`src/rtl/idec_pkg.sv`:
```
package idec_pkg;

  localparam int WORD_W  = 24;
  localparam int SOP_W   = 6;
  localparam int LOP_W   = 9;
  localparam int MODE_W  = 3;
  localparam int SADDR_W = 15;
  localparam int LADDR_W = 12;
  localparam int REG_W   = 2;
  localparam int SLOT_W  = 7;
  localparam int OPRF_W  = 8;
  localparam int NSLOT   = 2;
  localparam int OPR_PFX_W = 8;
  localparam int ESC_PFX_W = 5;
  localparam int EXT_W   = LOP_W - SOP_W;

  typedef enum logic [2:0] {
    FMT_MREG = 3'd0,
    FMT_MIDX = 3'd1,
    FMT_PAIR = 3'd2,
    FMT_PIND = 3'd3,
    FMT_IND  = 3'd4,
    FMT_OPR  = 3'd5,
    FMT_ESC  = 3'd6
  } fmt_e;

  typedef struct packed {
    fmt_e                  fmt;
    logic                  is_long;
    logic [LOP_W-1:0]      opcode;
    logic [MODE_W-1:0]     mode;
    logic [REG_W-1:0]      dest;
    logic [REG_W-1:0]      index;
    logic [SADDR_W-1:0]    addr;
    logic [SLOT_W-1:0]     slot_a;
    logic [SLOT_W-1:0]     slot_b;
    logic [OPRF_W-1:0]     opr_fn;
    logic                  illegal;
  } dec_t;

  // Length test: top opcode bits at or above the short-opcode count.
  function automatic logic long_form(input logic [WORD_W-1:0] w,
                                     input int unsigned short_ops);
    return 32'(w[WORD_W-1 -: SOP_W]) >= short_ops;
  endfunction

  // Mode 100: index 0 with the index flag set, reused for extended formats.
  function automatic logic ext_code(input logic [MODE_W-1:0] m);
    return m[MODE_W-1] && (m[MODE_W-2:0] == '0);
  endfunction

  function automatic logic all_ones_prefix(input logic [WORD_W-1:0] w,
                                           input int unsigned width);
    logic r;
    r = 1'b1;
    for (int i = 0; i < WORD_W; i++)
      if (i < int'(width) && !w[WORD_W-1-i]) r = 1'b0;
    return r;
  endfunction

endpackage

```
`src/rtl/idec_split.sv`:
```
module idec_split
  import idec_pkg::*;
#(
  parameter int unsigned SHORT_OPS = 48
) (
  input  logic [WORD_W-1:0]  word,
  output logic               is_long,
  output logic [LOP_W-1:0]   opcode,
  output logic [MODE_W-1:0]  mode,
  output logic [SADDR_W-1:0] addr
);

  localparam int S_MODE_LO = WORD_W - SOP_W - MODE_W;
  localparam int L_MODE_LO = WORD_W - LOP_W - MODE_W;

  always_comb begin
    is_long = long_form(word, SHORT_OPS);
    if (is_long) begin
      opcode = word[WORD_W-1 -: LOP_W];
      mode   = word[L_MODE_LO +: MODE_W];
      addr   = {{(SADDR_W-LADDR_W){1'b0}}, word[LADDR_W-1:0]};
    end else begin
      opcode = {{EXT_W{1'b0}}, word[WORD_W-1 -: SOP_W]};
      mode   = word[S_MODE_LO +: MODE_W];
      addr   = word[SADDR_W-1:0];
    end
  end

endmodule

```
`src/rtl/idec_classify.sv`:
```
module idec_classify
  import idec_pkg::*;
(
  input  logic [WORD_W-1:0]  word,
  input  logic               is_long,
  input  logic [LOP_W-1:0]   opcode,
  input  logic [MODE_W-1:0]  mode,
  input  logic [SADDR_W-1:0] addr,
  output dec_t               dec,
  output logic               opr_hit,
  output logic               esc_hit,
  output logic               ext_hit
);

  localparam int PIND_BIT = SADDR_W - 1;
  localparam int OPR_FN_LO = WORD_W - OPR_PFX_W - OPRF_W;
  localparam int OPR_PAD_W = OPR_FN_LO - REG_W;

  logic [SLOT_W-1:0] slot [NSLOT];

  // Slot 1 is the upper (first) operation, slot 0 the lower one.
  for (genvar s = 0; s < NSLOT; s++) begin : g_slot
    assign slot[s] = word[s*SLOT_W +: SLOT_W];
  end

  logic [OPR_PAD_W-1:0] opr_pad;
  logic [REG_W-1:0]     pind_idx;

  assign opr_hit  = is_long && all_ones_prefix(word, OPR_PFX_W);
  assign esc_hit  = is_long && all_ones_prefix(word, ESC_PFX_W) && !opr_hit;
  assign ext_hit  = ext_code(mode);
  assign opr_pad  = word[REG_W +: OPR_PAD_W];
  assign pind_idx = addr[PIND_BIT-1 -: REG_W];

  always_comb begin
    dec         = '0;
    dec.is_long = is_long;
    dec.opcode  = opcode;
    dec.mode    = mode;
    if (opr_hit) begin
      dec.fmt     = FMT_OPR;
      dec.opr_fn  = word[OPR_FN_LO +: OPRF_W];
      dec.dest    = word[REG_W-1:0];
      dec.illegal = |opr_pad;
    end else if (esc_hit) begin
      dec.fmt     = FMT_ESC;
      dec.illegal = 1'b1;
    end else if (!ext_hit) begin
      dec.addr = addr;
      if (!mode[MODE_W-1]) begin
        dec.fmt  = FMT_MREG;
        dec.dest = mode[REG_W-1:0];
      end else begin
        dec.fmt   = FMT_MIDX;
        dec.index = mode[REG_W-1:0];
      end
    end else if (is_long) begin
      dec.fmt  = FMT_IND;
      dec.addr = addr;
    end else if (!addr[PIND_BIT]) begin
      dec.fmt    = FMT_PAIR;
      dec.slot_a = slot[1];
      dec.slot_b = slot[0];
    end else begin
      dec.fmt     = FMT_PIND;
      dec.index   = pind_idx;
      dec.addr    = {{(SADDR_W-LADDR_W){1'b0}}, addr[LADDR_W-1:0]};
      dec.illegal = (pind_idx == '0);
    end
  end

endmodule

```
`src/rtl/idec_hold_reg.sv`:
```
module idec_hold_reg
  import idec_pkg::*;
(
  input  logic clk,
  input  logic rst_n,
  input  logic cap_en,
  input  dec_t d_in,
  output dec_t q,
  output logic q_valid
);

  always_ff @(posedge clk) begin
    if (!rst_n) begin
      q       <= '0;
      q_valid <= 1'b0;
    end else begin
      q_valid <= cap_en;
      if (cap_en) q <= d_in;
    end
  end

endmodule

```
`src/rtl/insn_dual_decode.sv`:
```
module insn_dual_decode
  import idec_pkg::*;
#(
  parameter int unsigned SHORT_OPS = 48
) (
  input  logic                 clk,
  input  logic                 rst_n,
  input  logic                 in_valid,
  input  logic [WORD_W-1:0]    in_word,
  output logic                 out_valid,
  output logic [2:0]           out_fmt,
  output logic                 out_long,
  output logic [LOP_W-1:0]     out_opcode,
  output logic [MODE_W-1:0]    out_mode,
  output logic [REG_W-1:0]     out_dest,
  output logic [REG_W-1:0]     out_index,
  output logic [SADDR_W-1:0]   out_addr,
  output logic [SLOT_W-1:0]    out_slot_a,
  output logic [SLOT_W-1:0]    out_slot_b,
  output logic [OPRF_W-1:0]    out_opr_fn,
  output logic                 out_illegal
);

  logic               w_long;
  logic [LOP_W-1:0]   w_opcode;
  logic [MODE_W-1:0]  w_mode;
  logic [SADDR_W-1:0] w_addr;
  dec_t               w_dec;
  dec_t               r_dec;
  logic               w_opr_hit;
  logic               w_esc_hit;
  logic               w_ext_hit;

  idec_split #(.SHORT_OPS(SHORT_OPS)) split_i (
    .word    (in_word),
    .is_long (w_long),
    .opcode  (w_opcode),
    .mode    (w_mode),
    .addr    (w_addr)
  );

  idec_classify class_i (
    .word    (in_word),
    .is_long (w_long),
    .opcode  (w_opcode),
    .mode    (w_mode),
    .addr    (w_addr),
    .dec     (w_dec),
    .opr_hit (w_opr_hit),
    .esc_hit (w_esc_hit),
    .ext_hit (w_ext_hit)
  );

  idec_hold_reg hold_i (
    .clk     (clk),
    .rst_n   (rst_n),
    .cap_en  (in_valid),
    .d_in    (w_dec),
    .q       (r_dec),
    .q_valid (out_valid)
  );

  assign out_fmt     = r_dec.fmt;
  assign out_long    = r_dec.is_long;
  assign out_opcode  = r_dec.opcode;
  assign out_mode    = r_dec.mode;
  assign out_dest    = r_dec.dest;
  assign out_index   = r_dec.index;
  assign out_addr    = r_dec.addr;
  assign out_slot_a  = r_dec.slot_a;
  assign out_slot_b  = r_dec.slot_b;
  assign out_opr_fn  = r_dec.opr_fn;
  assign out_illegal = r_dec.illegal;

endmodule

```
`config.mk`:
```
export PLATFORM = sky130hd
export DESIGN_NAME = insn_dual_decode
export DESIGN_NICKNAME = d
export VERILOG_FILES = /design/src/rtl/idec_pkg.sv /design/src/rtl/idec_split.sv /design/src/rtl/idec_classify.sv /design/src/rtl/idec_hold_reg.sv /design/src/rtl/insn_dual_decode.sv
export SDC_FILE = /design/constraint.sdc
export NUM_CORES = 1
export LEC_CHECK = 0
export BUFFER_PORTS_ARGS = -buffer_cell sky130_fd_sc_hd__buf_2
export CAP_MARGIN = 10
export CORE_UTILIZATION = 45
export CTS_CLUSTER_SIZE = 12
export DETAILED_ROUTE_END_ITERATION = 16
export GPL_ROUTABILITY_DRIVEN = 0
export PLACE_DENSITY = 0.71
export SLEW_MARGIN = 10
export SYNTH_ARGS = -nofsm -noshare
export SYNTH_HDL_FRONTEND = slang
export SYNTH_HIERARCHICAL = 1
export SYNTH_SLANG_ARGS = --single-unit
```
`constraint.sdc`:
```
create_clock -name clk -period 5.3 [get_ports clk]
set_input_delay 1.325 -clock clk [delete_from_list [all_inputs] [get_ports clk]]
set_output_delay 1.325 -clock clk [all_outputs]
set_load 0.005 [all_outputs]
```
==> flow_summary_export.csv <==
group,metric,value,unit
timing,final_max_slew_viol_count,0,
timing,tightest_slew,0.981,ns
clock_tree,clockBufferDepth,2,
floorplan,die_area,7160,sq um
timing,hold_viol,0,
floorplan,rows,29,
pwr,p_int,836,uW
finish,final_area,3490,sq um
critical_path,reg2reg_to,"hold_i/q[38]$_SDFFE_PN0P_",
critical_path,critPathCaptureType,"flip-flop",
routing,wl_per_cell,14.5,um
clock_tree,post-cts-setup-buffers,0,
worst_hold_path,worstHoldStart,"hold_i/q[29]$_SDFFE_PN0P_",
timing,fin_crit_sh,64.9,%
clock_tree,numCtsBuffers,9,
pwr,switching_share,22.9,%
clock_tree,cts_tree,"yes",
floorplan,initial_core_util,47.5,%
clock_tree,cts-root-buf,"clkbuf_8",
routing,dr.pass1.iters,7,
timing,post-route-min-period,3.44,ns
global_route,overflow,0,
pwr,power.share.combinational,11.6,%
routing,routed_wl,6.30,mm
critical_path,start_kind,"input pin",
routing,drc,0,
finish,diodes,0,
run,maxCapViolCount,0,
pwr,peakVddDrop,194,uV
floorplan,fp.dieW,84.6,um
critical_path,r2r_slack,4.67,ns
global_route,antenna_found_initial,0,
finish,syn2layout_area_growth,13.8,%
synth,synth_area,3070,sq um
clock_tree,post_cts_resized,0,
run_status,status,"completed",
routing,avgViaCountPerCell,4.81,
worst_hold_path,hold_path.class,"flip-flop to flip-flop",
placement,place_area,3250,sq um
critical_path,worstPathMaxFanout,14,
timing,slew_headroom,34.6,%
timing,setup_tns,0,ns
synth,yosysWarnings,6,
clock_tree,clk_pin_slew,0.07,ns
placement,portBuffers,85,
critical_path,rr_startpoint,"hold_i/q[38]$_SDFFE_PN0P_",
floorplan,core,6460,sq um
critical_path,crit_type,"input pin to flip-flop",
global_route,grt_usage,18.0,%
synth,syn_avg_cell_area,10.1,sq um
pwr,power.density,311,nW/um^2
global_route,grt_first_pass_wirelength,10.0,mm
pwr,p_leak,0.00175,uW
critical_path,cp-startpoint,"in_word[22]",
timing,finClkSkew,0,ns
floorplan,fp.dieH,84.6,um
timing,rsz0062_at_grt,"no",
floorplan,io_pins,86,
pwr,pwr-share-clk,45.3,%
synth,synth_fp_nets,330,
critical_path,required,5.56,ns
finish,nets,380,
critical_path,worstSetupEndpoint,"hold_i/q[13]$_SDFFE_PN0P_",
clock_tree,numClockSinks,59,
synth,postSynthCellCount,303,
timing,setup_violations,0,
clock_tree,h-tree-depth,3,
routing,drt_iter0_markers,82,
timing,fmax,291,MHz
pwr,pwr-share-seq,43.1,%
routing,final_antenna_net_count,0,
global_route,grt_start_max_net_pins,60,
global_route,grt_pass1_vias,2025,
critical_path,r2r_cells,2,
finish,drive_gt1_share,34.1,%
finish,fillers,602,
placement,dp_hpwl,4.29,mm
routing,num_vias,2091,
clock_tree,cts_hold_buf,0,
clock_tree,clk_latency,0.32,ns
critical_path,cp_data_arrival_time,3.71,ns
pwr,p_sw,248,uW
-- critical path: stages --
cell and delay, ns:
buf_2 0.13, nand2_2 0.22, mux2_2 0.43, or4b_4 0.56, nor2_1 0.58, and2_1 0.22, mux2i_1 0.07, nor2b_1 0.15
-- power by group through the flow --
stage	Clock (uW)	Combinational (uW)	Sequential [uW]
6_report	491	125	468
5_1_grt	524	137	470
2_1_floorplan	0	99.9	479
3_3_place_gp	0	124	478
3_5_place_dp	0	125	478
4_1_cts	503	126	468
-- registers in the layout (all words and copies together), names as in the netlist --
register,cells
hold_i/q,58
hold_i/q_valid,1
-- metrics by stage --
step	cells	total power (uW)	setup slack [ns]	utilization, %	hold slack (ns)
after global placement	419	602	1.61	50.4	0.492
after CTS	435	1100	1.87	54.1	0.517
after detailed placement	419	604	1.52	50.4	0.499
final	435	1080	1.86	54.1	0.510
after global routing	435	1130	1.68	54.1	0.538
after floorplan	303	579	2.12	-	0.507
-- layout make-up --
type | instances | area, sq um | share of cell area [%]
Clock buffer | 9 | 124 | 3.55
Sequential cell | 59 | 1180 | 33.8
Tap cell | 77 | 96.3 | 2.76
Timing Repair Buffer | 85 | 428 | 12.2
Multi-Input combinational cell | 193 | 1530 | 43.8
Inverter | 5 | 18.8 | 0.537
Clock inverter | 7 | 116 | 3.33
-- placed cells by master, fill, tap and decap left out, types with 3 or more instances in the layout --
cell type and n:
and3_1 12, mux2_4 6, and3_2 6, inv_1 5, dfxtp_1 59, mux2i_1 58, nor3b_1 3, buf_2 84
and2_1 23, bufinv_16 3, nor2b_1 58, clkbuf_8 9, nor2_1 3, and2_2 3
-- worst min-delay path by stage --
stage,to,slack [ns],depth (start not counted)
detailed placement,hold_i/q[29]$_SDFFE_PN0P_,0.50,2
finish,hold_i/q[29]$_SDFFE_PN0P_,0.51,2
global placement,hold_i/q[51]$_SDFFE_PN0P_,0.49,2
global route,hold_i/q[56]$_SDFFE_PN0P_,0.54,2
floorplan,hold_i/q[0]$_SDFFE_PN0P_,0.51,2
CTS,hold_i/q[29]$_SDFFE_PN0P_,0.52,2
-- per-layer routing --
layer	part of all wire [%]	wire, um	track usage (%)
met3	5.7	360	5.01
met2	45	2810	27.0
met5	0	0	0
met1	49	3100	24.0
met4	0.46	29	8.32
Power figures use the tool's default switching activity.
